## src/rtl/ptt_pkg.sv

```systemverilog
package ptt_pkg;

  localparam logic [7:0] CODE_WR     = 8'h00;
  localparam logic [7:0] CODE_SEQ_WR = 8'h04;
  localparam logic [7:0] CODE_RD     = 8'h10;
  localparam logic [7:0] CODE_SEQ_RD = 8'h14;
  localparam logic [7:0] CODE_NOP    = 8'h7F;
  localparam logic [7:0] RESP_FLAG   = 8'h80;
  localparam int         HDR_LEN     = 8;

  typedef enum logic [2:0] {
    ST_IDLE,
    ST_HDR,
    ST_WDATA,
    ST_WBUS,
    ST_RBUS,
    ST_RSEND,
    ST_RESP
  } state_t;

  // strobes from control to datapath
  typedef struct packed {
    logic hdrStart;
    logic hdrLoad;
    logic wordShift;
    logic wordCapture;
    logic wordCntInc;
    logic addrStep;
    logic byteIdxInc;
    logic byteIdxClr;
    logic respSel;
  } ctrl_t;

endpackage

```

## src/rtl/ptt_datapath.sv

```systemverilog
module ptt_datapath
  import ptt_pkg::*;
#(
  parameter int ADDR_W    = 32,
  parameter int DATA_W    = 32,
  parameter int MAX_BYTES = 1024
) (
  input  logic                clk,
  input  logic                rstN,
  input  ctrl_t               ctl,
  input  logic [7:0]          inData,
  input  logic [DATA_W-1:0]   busRdata,
  output logic [2:0]          hdrCnt,
  output logic [$clog2(DATA_W/8)-1:0] byteIdx,
  output logic                isWrite,
  output logic                isRead,
  output logic                atLimit,
  output logic                firstWord,
  output logic                lastReadWord,
  output logic                readWordsZero,
  output logic [ADDR_W-1:0]   busAddr,
  output logic [DATA_W-1:0]   busWdata,
  output logic [7:0]          outByte
);

  localparam int LANES     = DATA_W / 8;
  localparam int LANE_W    = $clog2(LANES);
  localparam int MAX_WORDS = MAX_BYTES / LANES;
  localparam int CNT_W     = $clog2(MAX_WORDS + 1);

  logic [7:0]        codeReg;
  logic [15:0]       sizeReg;
  logic [ADDR_W-1:0] addrReg;
  logic [DATA_W-1:0] wordReg;
  logic [CNT_W-1:0]  wordCnt;
  logic              isSeq;
  logic [15:0]       clampBytes;
  logic [15:0]       readWords;
  logic [15:0]       respCnt;
  logic [7:0]        laneBytes [LANES];

  assign isWrite = (codeReg == CODE_WR) || (codeReg == CODE_SEQ_WR);
  assign isRead  = (codeReg == CODE_RD) || (codeReg == CODE_SEQ_RD);
  assign isSeq   = (codeReg == CODE_SEQ_WR) || (codeReg == CODE_SEQ_RD);

  assign clampBytes    = (sizeReg > 16'(MAX_BYTES)) ? 16'(MAX_BYTES) : sizeReg;
  assign readWords     = clampBytes >> LANE_W;
  assign readWordsZero = (readWords == 16'd0);
  assign lastReadWord  = (16'(wordCnt) == readWords);
  assign firstWord     = (wordCnt == CNT_W'(1));
  assign atLimit       = (wordCnt == CNT_W'(MAX_WORDS));
  assign respCnt       = isWrite ? 16'(wordCnt) << LANE_W : 16'd0;

  assign busAddr  = addrReg;
  assign busWdata = wordReg;

  // header, address and word registers
  always_ff @(posedge clk) begin
    if (!rstN) begin
      codeReg <= '0;
      sizeReg <= '0;
      addrReg <= '0;
      hdrCnt  <= '0;
    end else if (ctl.hdrStart) begin
      codeReg <= inData;
      sizeReg <= '0;
      addrReg <= '0;
      hdrCnt  <= 3'd1;
    end else begin
      if (ctl.hdrLoad) begin
        hdrCnt <= hdrCnt + 3'd1;
        if (hdrCnt == 3'd2)      sizeReg[15:8] <= inData;
        else if (hdrCnt == 3'd3) sizeReg[7:0]  <= inData;
        else if (hdrCnt >= 3'd4) addrReg <= {addrReg[ADDR_W-9:0], inData};
      end
      if (ctl.addrStep && isSeq) addrReg <= addrReg + ADDR_W'(LANES);
    end
  end

  always_ff @(posedge clk) begin
    if (!rstN) begin
      wordReg <= '0;
    end else if (ctl.wordCapture) begin
      wordReg <= busRdata;
    end else if (ctl.wordShift) begin
      wordReg <= {inData, wordReg[DATA_W-1:8]};
    end
  end

  always_ff @(posedge clk) begin
    if (!rstN || ctl.hdrStart) begin
      wordCnt <= '0;
    end else if (ctl.wordCntInc) begin
      wordCnt <= wordCnt + CNT_W'(1);
    end
  end

  always_ff @(posedge clk) begin
    if (!rstN || ctl.hdrStart || ctl.byteIdxClr) begin
      byteIdx <= '0;
    end else if (ctl.byteIdxInc) begin
      byteIdx <= byteIdx + LANE_W'(1);
    end
  end

  // byte lanes of the data word, least significant first
  for (genvar g = 0; g < LANES; g++) begin : g_lane
    assign laneBytes[g] = wordReg[g*8 +: 8];
  end

  always_comb begin
    outByte = laneBytes[byteIdx];
    if (ctl.respSel) begin
      case (byteIdx)
        LANE_W'(0): outByte = codeReg | RESP_FLAG;
        LANE_W'(1): outByte = 8'h00;
        LANE_W'(2): outByte = respCnt[15:8];
        default:    outByte = respCnt[7:0];
      endcase
    end
  end

  assert_cnt_cap_R8: assert property (@(posedge clk) disable iff (!rstN)
    wordCnt <= CNT_W'(MAX_WORDS));

  assert_cnt_step_R3: assert property (@(posedge clk) disable iff (!rstN)
    ctl.wordCntInc && !ctl.hdrStart |=> wordCnt == $past(wordCnt) + CNT_W'(1));

endmodule

```

## src/rtl/ptt_control.sv

```systemverilog
module ptt_control
  import ptt_pkg::*;
#(
  parameter int LANE_W = 2
) (
  input  logic              clk,
  input  logic              rstN,
  input  logic              inValid,
  input  logic              inSop,
  input  logic              inEop,
  input  logic              outReady,
  input  logic              busWaitReq,
  input  logic [2:0]        hdrCnt,
  input  logic [LANE_W-1:0] byteIdx,
  input  logic              isWrite,
  input  logic              isRead,
  input  logic              atLimit,
  input  logic              firstWord,
  input  logic              lastReadWord,
  input  logic              readWordsZero,
  output ctrl_t             ctl,
  output logic              inReady,
  output logic              outValid,
  output logic              outSop,
  output logic              outEop,
  output logic              busRead,
  output logic              busWrite
);

  localparam logic [LANE_W-1:0] LAST_LANE = '1;

  state_t state, stateNext;
  logic   eopSeen, eopSeenNext;
  logic   inFire, outFire;

  assign inFire  = inValid && inReady;
  assign outFire = outValid && outReady;

  always_ff @(posedge clk) begin
    if (!rstN) begin
      state   <= ST_IDLE;
      eopSeen <= 1'b0;
    end else begin
      state   <= stateNext;
      eopSeen <= eopSeenNext;
    end
  end

  always_comb begin
    stateNext   = state;
    eopSeenNext = eopSeen;
    ctl         = '0;
    inReady     = 1'b0;
    outValid    = 1'b0;
    outSop      = 1'b0;
    outEop      = 1'b0;
    busRead     = 1'b0;
    busWrite    = 1'b0;
    case (state)
      ST_IDLE: begin
        inReady = 1'b1;
        if (inFire && inSop && !inEop) begin
          ctl.hdrStart = 1'b1;
          stateNext    = ST_HDR;
        end
      end
      ST_HDR: begin
        inReady = 1'b1;
        if (inFire) begin
          ctl.hdrLoad = 1'b1;
          if (hdrCnt == 3'(HDR_LEN - 1)) begin
            ctl.byteIdxClr = 1'b1;
            if (isWrite)             stateNext = inEop ? ST_RESP : ST_WDATA;
            else if (isRead)         stateNext = readWordsZero ? ST_RESP : ST_RBUS;
            else                     stateNext = ST_RESP;
          end else if (inEop) begin
            stateNext = ST_IDLE;
          end
        end
      end
      ST_WDATA: begin
        inReady = 1'b1;
        if (inFire) begin
          ctl.byteIdxInc = 1'b1;
          ctl.wordShift  = !atLimit;
          if (byteIdx == LAST_LANE && !atLimit) begin
            eopSeenNext = inEop;
            stateNext   = ST_WBUS;
          end else if (inEop) begin
            ctl.byteIdxClr = 1'b1;
            stateNext      = ST_RESP;
          end
        end
      end
      ST_WBUS: begin
        busWrite = 1'b1;
        if (!busWaitReq) begin
          ctl.wordCntInc = 1'b1;
          ctl.addrStep   = 1'b1;
          stateNext      = eopSeen ? ST_RESP : ST_WDATA;
        end
      end
      ST_RBUS: begin
        busRead = 1'b1;
        if (!busWaitReq) begin
          ctl.wordCapture = 1'b1;
          ctl.wordCntInc  = 1'b1;
          ctl.addrStep    = 1'b1;
          ctl.byteIdxClr  = 1'b1;
          stateNext       = ST_RSEND;
        end
      end
      ST_RSEND: begin
        outValid = 1'b1;
        outSop   = firstWord && (byteIdx == '0);
        outEop   = lastReadWord && (byteIdx == LAST_LANE);
        if (outFire) begin
          ctl.byteIdxInc = 1'b1;
          if (byteIdx == LAST_LANE) stateNext = lastReadWord ? ST_IDLE : ST_RBUS;
        end
      end
      ST_RESP: begin
        outValid    = 1'b1;
        ctl.respSel = 1'b1;
        outSop      = (byteIdx == '0);
        outEop      = (byteIdx == LAST_LANE);
        if (outFire) begin
          ctl.byteIdxInc = 1'b1;
          if (byteIdx == LAST_LANE) stateNext = ST_IDLE;
        end
      end
      default: stateNext = ST_IDLE;
    endcase
  end

  assert_wait_hold_R6: assert property (@(posedge clk) disable iff (!rstN)
    (busWrite || busRead) && busWaitReq |=> $stable(busWrite) && $stable(busRead));

  assert_single_cmd_R6: assert property (@(posedge clk) disable iff (!rstN)
    !(busRead && busWrite));

  assert_frame_end_R4: assert property (@(posedge clk) disable iff (!rstN)
    outEop && outFire |=> !outValid && inReady);

  assert_no_input_R12: assert property (@(posedge clk) disable iff (!rstN)
    busWrite && !busWaitReq && eopSeen |=> !inReady);

endmodule

```

## src/rtl/ptt_converter.sv

```systemverilog
module ptt_converter
  import ptt_pkg::*;
#(
  parameter int ADDR_W    = 32,
  parameter int DATA_W    = 32,
  parameter int MAX_BYTES = 1024
) (
  input  logic              clk,
  input  logic              rstN,
  input  logic              inValid,
  output logic              inReady,
  input  logic [7:0]        inData,
  input  logic              inSop,
  input  logic              inEop,
  output logic              outValid,
  input  logic              outReady,
  output logic [7:0]        outData,
  output logic              outSop,
  output logic              outEop,
  output logic [ADDR_W-1:0] busAddr,
  output logic              busRead,
  output logic              busWrite,
  output logic [DATA_W-1:0] busWdata,
  input  logic [DATA_W-1:0] busRdata,
  input  logic              busWaitReq
);

  localparam int LANE_W = $clog2(DATA_W / 8);

  ctrl_t             ctl;
  logic [2:0]        hdrCnt;
  logic [LANE_W-1:0] byteIdx;
  logic              isWrite, isRead, atLimit, firstWord, lastReadWord, readWordsZero;

  ptt_datapath #(
    .ADDR_W(ADDR_W), .DATA_W(DATA_W), .MAX_BYTES(MAX_BYTES)
  ) u_datapath (
    .clk(clk), .rstN(rstN), .ctl(ctl), .inData(inData), .busRdata(busRdata),
    .hdrCnt(hdrCnt), .byteIdx(byteIdx), .isWrite(isWrite), .isRead(isRead),
    .atLimit(atLimit), .firstWord(firstWord), .lastReadWord(lastReadWord),
    .readWordsZero(readWordsZero), .busAddr(busAddr), .busWdata(busWdata),
    .outByte(outData)
  );

  ptt_control #(.LANE_W(LANE_W)) u_control (
    .clk(clk), .rstN(rstN), .inValid(inValid), .inSop(inSop), .inEop(inEop),
    .outReady(outReady), .busWaitReq(busWaitReq), .hdrCnt(hdrCnt),
    .byteIdx(byteIdx), .isWrite(isWrite), .isRead(isRead), .atLimit(atLimit),
    .firstWord(firstWord), .lastReadWord(lastReadWord),
    .readWordsZero(readWordsZero), .ctl(ctl), .inReady(inReady),
    .outValid(outValid), .outSop(outSop), .outEop(outEop),
    .busRead(busRead), .busWrite(busWrite)
  );

  assert_addr_hold_R6: assert property (@(posedge clk) disable iff (!rstN)
    (busWrite || busRead) && busWaitReq |=> $stable(busAddr) && $stable(busWdata));

  assert_write_code_R7: assert property (@(posedge clk) disable iff (!rstN)
    busWrite |-> isWrite);

  assert_read_code_R7: assert property (@(posedge clk) disable iff (!rstN)
    busRead |-> isRead);

  assert_out_hold_R12: assert property (@(posedge clk) disable iff (!rstN)
    outValid && !outReady |=> outValid && $stable(outData) && $stable(outSop) && $stable(outEop));

endmodule

```

## config.mk

```make
export PLATFORM = sky130hd
export DESIGN_NAME = ptt_converter
export DESIGN_NICKNAME = d
export VERILOG_FILES = /design/src/rtl/ptt_pkg.sv /design/src/rtl/ptt_datapath.sv /design/src/rtl/ptt_control.sv /design/src/rtl/ptt_converter.sv
export SDC_FILE = /design/constraint.sdc
export NUM_CORES = 1
export LEC_CHECK = 0
export ABC_AREA = 0
export BUFFER_PORTS_ARGS = -buffer_cell sky130_fd_sc_hd__buf_2
export CORE_MARGIN = 5
export CORE_UTILIZATION = 40
export CTS_CLUSTER_SIZE = 28
export DETAILED_ROUTE_END_ITERATION = 16
export HOLD_SLACK_MARGIN = 0.12
export PLACE_DENSITY = 0.67
export SETUP_SLACK_MARGIN = 0.4
export SLEW_MARGIN = 20
export SYNTH_ARGS = -nofsm -noshare
export SYNTH_HDL_FRONTEND = slang
export SYNTH_SLANG_ARGS = --single-unit
```

## constraint.sdc

```tcl
create_clock -name clk -period 6 [get_ports clk]
set_input_delay 0.3 -clock clk [delete_from_list [all_inputs] [get_ports clk]]
set_output_delay 0.3 -clock clk [all_outputs]
set_load 0.01 [all_outputs]
```

After elaboration in Yosys (flattened, before gate mapping)
Cells that the tools add are included.
{"block": "totals", "wordCells": 146, "output_inout_bits": 78, "ff_bits": 106}
{"block": "op_classes", "n_bitwise": 3, "addsub": 4, "n_eq_ne": 31, "n_reduce_logical": 32, "muxes": 62, "n_lt_le_gt_ge": 3}
{"op": "32-bit two-way mux", "n": 7}
{"op": "3-bit two-way mux", "n": 19}
{"op": "32-bit by 3-bit adder with 32-bit output (second input constant)", "n": 1}
{"op": "8-bit two-way mux", "n": 3}
{"op": "8-bit case mux with 3 select lines", "n": 1}
{"op": "3-bit case mux with 7 select lines", "n": 1}
{"op": "1-bit two-way mux", "n": 20}
{"op": "8-bit binary-select mux with 2-bit select", "n": 1}
{"op": "8-bit by 5-bit == test with 1-bit output (second input constant)", "n": 2}
{"op": "16-bit by 11-bit greater-than comparator with 1-bit output (second input constant)", "n": 1}
{"op": "16-bit logical NOT", "n": 1}
{"op": "16-bit two-way mux", "n": 1}
{"op": "9-bit by 14-bit == test with 1-bit output", "n": 1}
{"op": "2-bit by 1-bit inequality test with 1-bit output (second input constant)", "n": 7}
{"op": "3-bit by 2-bit == test with 1-bit output (second input constant)", "n": 4}
{"op": "3-bit == test (second input constant)", "n": 4}
{"op": "11-bit two-way mux", "n": 1}
{"op": "11-bit AND reduction", "n": 1}
{"op": "9-bit by 1-bit adder with 9-bit output (second input constant)", "n": 1}
{"op": "9-bit by 1-bit == test with 1-bit output (second input constant)", "n": 1}
{"op": "9-bit == test (second input constant)", "n": 1}
{"op": "8-bit by 3-bit == test with 1-bit output (second input constant)", "n": 1}
{"op": "1-bit logical AND", "n": 8}
{"op": "8-bit logical NOT", "n": 1}
{"op": "other kinds (24)", "n": 46}

Depth between registers and ports, before layout
Gate-level depths: netlist of run 1.
{"block": "depth", "ltp_word": 10, "ltp_mapped": 10}

Modules after synthesis
A second synthesis of run 1 with hierarchy kept.
{"block": "hier_totals", "hier_cells": 714, "hier_area_um2": 6080.8}
{"module": "ptt_datapath", "area_per_inst_um2": 5550.3, "instances": 1, "cells_per_inst": 641}
{"module": "ptt_control", "area_per_inst_um2": 530.5, "instances": 1, "cells_per_inst": 73}

Worst setup path after synthesis of run 1
Ideal clock, no wire load.
{"block": "synth_path", "kind": "reg-to-output", "start": "reg u_datapath.codeReg[0]", "end": "out outData[6]", "stages_incl_launch_ff": 7, "t_required_ns": 5.700, "n_path_buf": 1, "path_slack_ns": 3.759, "arrival_time_ns": 1.941, "path_cell_list": "dfxtp_1 > or4_4 > nor4_1 > and2_0 > buf_2 > a22oi_1 > o21ai_0"}
{"block": "synth_via", "elab_chain_len": 5, "word_cells_on_any_way": 6}
{"item": "from (decl)", "line": "ptt_datapath.sv:31", "rtl": "logic [7:0] codeReg;"}
{"item": "from (signal assigned)", "line": "ptt_datapath.sv:65", "rtl": "codeReg <= inData;"}
{"item": "8-bit by 3-bit == test with 1-bit output / 8-bit logical NOT (equally long branches)", "line": "ptt_datapath.sv:42", "rtl": "assign isWrite = (codeReg == CODE_WR) || (codeReg == CODE_SEQ_WR);"}
{"item": "1-bit logical OR *", "line": "ptt_datapath.sv:42"}
{"item": "11-bit two-way mux *", "line": "ptt_datapath.sv:52", "rtl": "assign respCnt = isWrite ? 16'(wordCnt) << LANE_W : 16'd0;"}
{"item": "8-bit case mux with 3 select lines *", "line": "ptt_datapath.sv:114", "rtl": "case (byteIdx)"}
{"item": "8-bit two-way mux *", "line": "ptt_datapath.sv:113", "rtl": "if (ctl.respSel) begin"}
{"item": "to (decl)", "line": "ptt_converter.sv:17", "rtl": "output logic [7:0] outData,"}
Mark *: on every way between the ends. The rest lies on a longest branch, timed or not.

Worst setup path after layout of run 1
{"block": "layout_path", "start": "reg u_control.state[2]", "end": "reg u_datapath.addrReg[2] (netlist: u_datapath.busAddr[2])"}
{"block": "layout_via", "elab_chain_len": 9, "word_cells_on_any_way": 23}
{"item": "from (decl)", "line": "ptt_control.sv:32", "rtl": "state_t state, stateNext;"}
{"item": "from (signal assigned)", "line": "ptt_control.sv:44", "rtl": "state <= stateNext;"}
{"item": "3-bit by 1-bit == test with 1-bit output, or another cell as far along", "line": "ptt_control.sv:59", "rtl": "case (state)"}
{"item": "3-bit OR reduction (no line)"}
{"item": "1-bit two-way mux", "line": "ptt_control.sv:59"}
{"item": "1-bit logical AND", "line": "ptt_control.sv:36", "rtl": "assign inFire = inValid && inReady;"}
{"item": "1-bit logical AND (2 in a row)", "line": "ptt_control.sv:62", "rtl": "if (inFire && inSop && !inEop) begin"}
{"item": "1-bit two-way mux", "line": "ptt_control.sv:62"}
{"item": "1-bit two-way mux", "line": "ptt_control.sv:59"}
{"item": "2-bit OR reduction (no line)"}
{"item": "to (signal assigned)", "line": "ptt_datapath.sv:74", "rtl": "else if (hdrCnt >= 3'd4) addrReg <= {addrReg[ADDR_W-9:0], inData};"}
{"item": "to (signal assigned)", "line": "ptt_datapath.sv:76", "rtl": "if (ctl.addrStep && isSeq) addrReg <= addrReg + ADDR_W'(LANES);"}
{"item": "to (decl)", "line": "ptt_datapath.sv:33", "rtl": "logic [ADDR_W-1:0] addrReg;"}
Several ways; a longest one is shown, not always the timed one.
A chain may end at the register's enable or synchronous reset.

==> results of run 1 <==
-- synth_stat cells, drive strengths merged, types with 9 or more instances --
| cell | number | share of area |
|---|---|---|
| a21oi | 37 | 0.032 |
| nor3 | 14 | 0.014 |
| xor2 | 11 | 0.017 |
| and2 | 9 | 0.0096 |
| a31oi | 22 | 0.024 |
| inv | 13 | 0.0084 |
| o21ai | 27 | 0.024 |
| nor2 | 58 | 0.037 |
| nor2b | 18 | 0.019 |
| mux2i | 28 | 0.048 |
| a21boi | 32 | 0.041 |
| a22oi | 40 | 0.051 |
| buf | 14 | 0.012 |
| nand2 | 86 | 0.056 |
| and3 | 9 | 0.0096 |
| dfxtp | 106 | 0.36 |
| clkbuf | 38 | 0.024 |
| nand3 | 17 | 0.015 |
| ha | 11 | 0.024 |
-- registers in the layout, indices dropped and copies added, names as in the netlist --
signal and cells:
u_datapath.busAddr 32, u_datapath.byteIdx 2, u_datapath.wordCnt 9, u_datapath.busWdata 32
u_datapath.sizeReg 16, u_control.eopSeen 1, u_control.state 3, u_datapath.codeReg 8
u_datapath.hdrCnt 3
-- critical path: cells and delay by family (launching register included) --
kind	cells	cell delay [ns]
AOI/OAI and AO/OA	1	0.22
buffers and inverters	2	0.48
DFF	1	0.68
muxes	1	0.26
and+or+nand+nor	4	1.50
-- power groups by stage --
| stage | sequential (W) | clock [W] | combinational [W] |
|---|---|---|---|
| after floorplan | 0.000726 | 0 | 0.0000353 |
| after global placement | 0.000728 | 0 | 0.0000661 |
| after detailed placement | 0.000728 | 0 | 0.0000660 |
| after CTS | 0.000711 | 0.000647 | 0.0000663 |
| after global routing | 0.000712 | 0.000671 | 0.0000718 |
| final | 0.000712 | 0.000632 | 0.0000663 |
-- area by class of cell --
class,instances,area (sq um),share of cell area
Tap cell,184,230,0.0336
Inverter,13,48.8,0.00711
Clock inverter,4,77.6,0.0113
Sequential cell,106,2120,0.309
Multi-Input combinational cell,526,3480,0.507
Timing Repair Buffer,131,673,0.0981
Clock buffer,10,229,0.0334
-- routing by layer --
metal,vias to the layer above,global-route usage,part of all wire
met5,-,0,0
met4,0,0.0478,0.012
met3,19,0.0467,0.056
met2,164,0.307,0.47
met1,2668,0.285,0.46
li1,2733,-,-
-- worst paths after layout --
path / start / end / slack (ns) / cells after the start
max: u_control.state[2]$_SDFFE_PN0P_ / u_datapath.busAddr[2]$_SDFFE_PP0P_ / 2.77 / 8
min: busRdata[16] / u_datapath.busWdata[16]$_SDFFE_PN0P_ / 0.24 / 3
max reg2reg: u_control.state[2]$_SDFFE_PN0P_ / u_datapath.busAddr[2]$_SDFFE_PP0P_ / 2.77 / 8
min reg2reg: u_datapath.busWdata[3]$_SDFFE_PN0P_ / u_datapath.busWdata[3]$_SDFFE_PN0P_ / 0.48 / 2
-- logic make-up (layout without fill, tap and decap cells) --
| group | Yosys count | after routing | share of synthesized area |
|---|---|---|---|
| DFF | 106 | 106 | 0.364 |
| buffers and inverters | 65 | 158 | 0.0450 |
| xor gates and xnor gates | 17 | 17 | 0.0255 |
| adders and majority gates | 11 | 11 | 0.0236 |
| and+or+nand+nor | 258 | 258 | 0.222 |
| AOI/OAI and AO/OA | 203 | 203 | 0.239 |
| muxes | 37 | 37 | 0.0808 |
-- through the flow --
step	area, sq um	hold slack, ns
after detailed placement	6550	0.463
after global routing	6860	0.247
after CTS	6860	0.228
after floorplan	5840	0.436
after global placement	6550	0.463
final	6860	0.239
==> key figures, run 1 <==
Status
  • Status: finished clean

GRT
  • Largest net degree at the start of global routing: 60
  • First-pass GRT wire length: 27.4 mm
  • Initial antenna violation count: 0
  • GRT Total Usage: 0.200
  • Grt ovf: 0
  • Vias in the first global route: about 5000

Clocking
  • CTS tree: built
  • Clk_lat worst skew: 0.36 ns
  • CTS Hold Bufs: 0
  • CTS resizes: 0
  • CTS clk-pin slew, worst paths: ~0.08 ns
  • CTS H-Tree Depth: 3
  • Postcts setup bufs: 0
  • Clock buffer depth: 2
  • Total CTS buffers: 9
  • Clock sink count: 106
  • Root buf cell: clkbuf_16

Die
  • Die area: between 15000 and 20000 sq um
  • Row count: 44
  • Die X: between 100 and 150 um
  • Starting density of the core: 0.405
  • Io pins: 125
  • Die Y: between 100 and 150 um
  • Core Region: 14400 sq um

STA
  • Fmax: 310 MHz
  • RSZ-0062 raised after global routing: no
  • Tightest Pin Transition: roughly 0.83 ns
  • Final setup viols: 0
  • Worst Skew: 0.0118 ns
  • Tcrit/Tclk final: 0.538
  • Slew HR: 0.442
  • Final Max Slew Viols: 0
  • Setup TNS: 0 ns
  • Min Tclk post-route: 3.23 ns
  • Hold violation total from the final report: 0
  • Slack of the critical path: roughly 2.8 ns

Layout
  • Ant diodes: 0
  • Share of post-route cells with drive strength above 1: 0.213
  • Layout Area Growth over Synthesis: 17.6%
  • Most used cells in the layout excluding fill and tap cells: buf_2, dfxtp_1, nand2_1, nor2_1, a22oi_1
  • Fin util: 0.476
  • Final Non-Filler Cells: 974
  • Fillers: around 1500
  • Most common cell after layout, fill and taps aside: buf_2
  • NumNets Final: 845

Route
  • Routed Antenna Nets: 0
  • # DRC: 0
  • Routed wire length per instance: about 18 um
  • Avg Vias per Cell: 5.73
  • Routed WL: 17.4 mm
  • Initial DRC Count: 426
  • DR vias: 5584
  • Drt pass-1 iters: 5

Logic synthesis
  • Syn_nets: 755
  • Post-synthesis cell count: 697
  • Main synth FF type: dfxtp_1
  • Synth Cell Area: 5840 sq um
  • Cell variety after synth: 67
  • Yosys warnings: 0
  • Async set-reset flop share out of synthesis: 0
  • Register bit total from synthesis: 106
  • Synth Area per Inst: between 8 and 9 sq um
  • EDFF count, synth: 0
  • Sequential area share after synthesis: 0.364

Place
  • Routability cong.: about 0.88
  • HPWL reported at the end of detailed placement: ~12 mm
  • Placed cells: 960
  • IO Port Bufs: 124
  • Pre-CTS WS: 2.85 ns

Pwr
  • Cell-internal power: 0.00110 W
  • Clock power frac: 0.448
  • PwrDens: 206 nW/um^2
  • Sw Pwr: 0.000312 W
  • Combinational cell fraction of total power: 0.047
  • Switching share of total power: 0.221
  • Total power: ~0.0014 W
  • Seq pwr share: 0.505
  • Leak Pwr: 2.77 nW
  • Peak VDD IR: 0.000157 V

Setup path
  • Worst Path Required: 6.28 ns
  • CP Cell Sequence: or3b_1 -> a21oi_1 -> buf_4 -> and2_1 -> nor2_1 -> buf_4 -> mux2_2 -> nor3_1
  • Largest stage delay, worst path: 0.68 ns
  • Top cell by count, worst path: buf_4
  • Critical path fanouts, max: 19
  • Startpoint Class: flip-flop
  • Crit path capture type: flip-flop
  • Critical setup path kind: flip-flop to flip-flop
  • Crit path DAT: 3.51 ns
  • Slowest CP cell: dfxtp_1

Min path
  • Min-Delay Path Class: primary input to flip-flop

Job
  • Max-Cap Viols: 0
Note: power is estimated with default switching activity, not from simulation.
==> run 2, diff against run 1 <==
==> constraint.sdc (replaced) <==
create_clock -name clk -period 3.1 [get_ports clk]
set_input_delay 0.155 -clock clk [delete_from_list [all_inputs] [get_ports clk]]
set_output_delay 0.155 -clock clk [all_outputs]
set_load 0.01 [all_outputs]
==> key figures, run 2 (synthesized netlist as in run 1, its figures left out) <==
Status
  • Status: finished clean (unchanged)

Clocking
  • CTS clk-pin slew, worst paths: 0.07 ns (was 0.08 ns)
  • Clk_lat worst skew: 0.36 ns (about the same)
  • Clock buffer depth: 2 (unchanged)
  • Clock sink count: 106 (unchanged)
  • Total CTS buffers: 9 (unchanged)
  • CTS H-Tree Depth: 3 (unchanged)
  • Postcts setup bufs: 0 (unchanged)
  • CTS tree: built (unchanged)
  • Root buf cell: clkbuf_16 (unchanged)

Pwr
  • PwrDens: 367 nW/um^2 (was 206 nW/um^2)
  • Seq pwr share: 0.520 (was 0.505)
  • Switching share of total power: 0.238 (was 0.221)
  • Cell-internal power: 0.00201 W (was 0.00110 W)
  • Combinational cell fraction of total power: 0.061 (was 0.047)
  • Sw Pwr: 0.000628 W (was 0.000312 W)
  • Peak VDD IR: 0.000278 V (was 0.000157 V)
  • Leak Pwr: 2.95 nW (was 2.77 nW)
  • Total power: 0.00264 W (was 0.00141 W)
  • Clock power frac: 0.418 (was 0.448)

Setup path
  • Critical path fanouts, max: 8 (was 19)
  • Startpoint Class: flip-flop (unchanged)
  • Crit path DAT: 2.45 ns (was 3.51 ns)
  • Worst Path Required: 2.94 ns (was 6.28 ns)
  • Crit path capture type: output port (was flip-flop)
  • Critical setup path kind: flip-flop to output port (was flip-flop to flip-flop)

Min path
  • Min-Delay Path Class: primary input to flip-flop (unchanged)

Die
  • Die X: 131 um (unchanged)
  • Row count: 44 (unchanged)
  • Io pins: 125 (unchanged)
  • Core Region: 14400 sq um (unchanged)
  • Die Y: 131 um (unchanged)
  • Die area: 17100 sq um (unchanged)
  • Starting density of the core: 0.405 (unchanged)

Route
  • Routed Antenna Nets: 0 (unchanged)
  • Initial DRC Count: 414 (was 426)
  • Routed wire length per instance: 17.6 um (was 17.8 um)
  • Drt pass-1 iters: 5 (unchanged)
  • Routed WL: 17.9 mm (was 17.4 mm)
  • DR vias: 5679 (was 5584)
  • Avg Vias per Cell: 5.60 (was 5.73)
  • # DRC: 0 (unchanged)

STA
  • Min Tclk post-route: 2.60 ns
  • Slew HR: 0.499 (was 0.442)
  • Final Max Slew Viols: 0 (unchanged)
  • Tcrit/Tclk final: 0.839
  • Slack of the critical path: 0.499 ns (was 2.77 ns)
  • Tightest Pin Transition: 0.749 ns (was 0.833 ns)
  • Hold violation total from the final report: 0 (unchanged)
  • Fmax: between 300 and 400 MHz
  • Worst Skew: 0.00978 ns (was 0.0118 ns)
  • RSZ-0062 raised after global routing: no (unchanged)
  • Final setup viols: 0 (unchanged)
  • Setup TNS: 0 ns (unchanged)

Layout
  • Register area: 2120 sq um (unchanged)
  • Most used cells in the layout excluding fill and tap cells: buf_2, dfxtp_1, nand2_1, nor2_1, a22oi_1 (unchanged)
  • Most common cell after layout, fill and taps aside: buf_2 (unchanged)
  • NumNets Final: 883 (was 845)
  • Final Non-Filler Cells: 1014 (was 974)
  • Multi-input logic area: 3500 sq um (was 3480 sq um)
  • Share of post-route cells with drive strength above 1: 0.229 (was 0.213)
  • Layout Area Growth over Synthesis: 23.5% (was 17.6%)
  • Ant diodes: 0 (unchanged)
  • Cell area after layout: 7210 sq um (was 6860 sq um)
  • Fillers: 1410 (was 1450)

GRT
  • Largest net degree at the start of global routing: 48 (was 60)
  • GRT Total Usage: 0.207 (was 0.200)
  • First-pass GRT wire length: 28.4 mm (was 27.4 mm)
  • Vias in the first global route: 5363 (was 5034)
  • Grt ovf: 0 (unchanged)
  • Initial antenna violation count: 0 (unchanged)

Place
  • DP Area: 6690 sq um (was 6550 sq um)
  • Pre-CTS WS: 0.425 ns (was 2.85 ns)
  • Routability cong.: 0.857 (was 0.883)
  • Placed cells: 976 (was 960)
  • HPWL reported at the end of detailed placement: 12.8 mm (was 12.3 mm)
  • IO Port Bufs: 124 (unchanged)

Job
  • Max-Cap Viols: 0 (unchanged)
-- run 2: changes by cell type in the layout (fill, tap and decap cells not counted), sizes merged --
cell / previous run / this run
dlygate4sd3: 0 / 22
bufinv: 2 / 0
buf: 131 / 147
clkinv: 1 / 5
-- run 2: metal layers --
layer | vias to the layer above | global-route usage | wire length, um
met5 | - | 0 | 0
li1 | 2807 | - | -
met3 | 22 | 0.0415 | 823
met1 | 2704 | 0.285 | 8180
met4 | 0 | 0.0587 | 286
met2 | 146 | 0.331 | 8600
-- run 2: per-stage QoR --
step                utilization  hold slack (ns)
finish                    0.500            0.130
CTS                       0.498            0.121
detailed placement        0.464            0.453
global placement          0.464            0.448
global route              0.500            0.133
floorplan                     -            0.291
-- run 2: power groups by stage --
stage	combinational [W]	clock [W]	sequential, W
floorplan	0.0000683	0	0.00140
global placement	0.000139	0	0.00141
detailed placement	0.000139	0	0.00141
CTS	0.000162	0.00113	0.00137
global route	0.000174	0.00118	0.00138
finish	0.000162	0.00111	0.00138
-- run 2: area by class of cell --
class / instances / area share
repair buffers: 169 / 0.142
inverters: 13 / 0.00677
multi-input cells: 526 / 0.486
clock inverters: 6 / 0.00573
clock buffers: 10 / 0.0332
flip-flops and latches: 106 / 0.294
well taps: 184 / 0.0320
-- run 2: timing repair --
action	4_1_cts	5_1_grt
resized for setup	0	6
setup endpoints to repair	0	18
hold buffers	22	0
endpoints found under the hold margin	22	0
-- run 2: path summary, 6_finish.rpt --
check | depth (start not counted) | from | slack (ns) | endpoint
setup reg to reg | 5 | u_control.state[1]$_SDFFE_PN0P_ | 0.61 | u_datapath.busAddr[5]$_SDFFE_PP0P_
setup / recovery | 7 | u_datapath.sizeReg[15]$_SDFFE_PP0P_ | 0.50 | outEop
hold / removal | 3 | busRdata[24] | 0.13 | u_datapath.busWdata[24]$_SDFFE_PN0P_
hold reg to reg | 2 | u_datapath.busWdata[2]$_SDFFE_PN0P_ | 0.48 | u_datapath.busWdata[2]$_SDFFE_PN0P_
-- run 2: critical path, stage by stage, from the launching register on --
cell     delay [ns]
dfxtp_1        0.32
or4_4          0.57
nor3_4         0.33
o21a_1         0.18
o32ai_1        0.07
and4b_1        0.28
o211a_1        0.21
buf_2          0.14
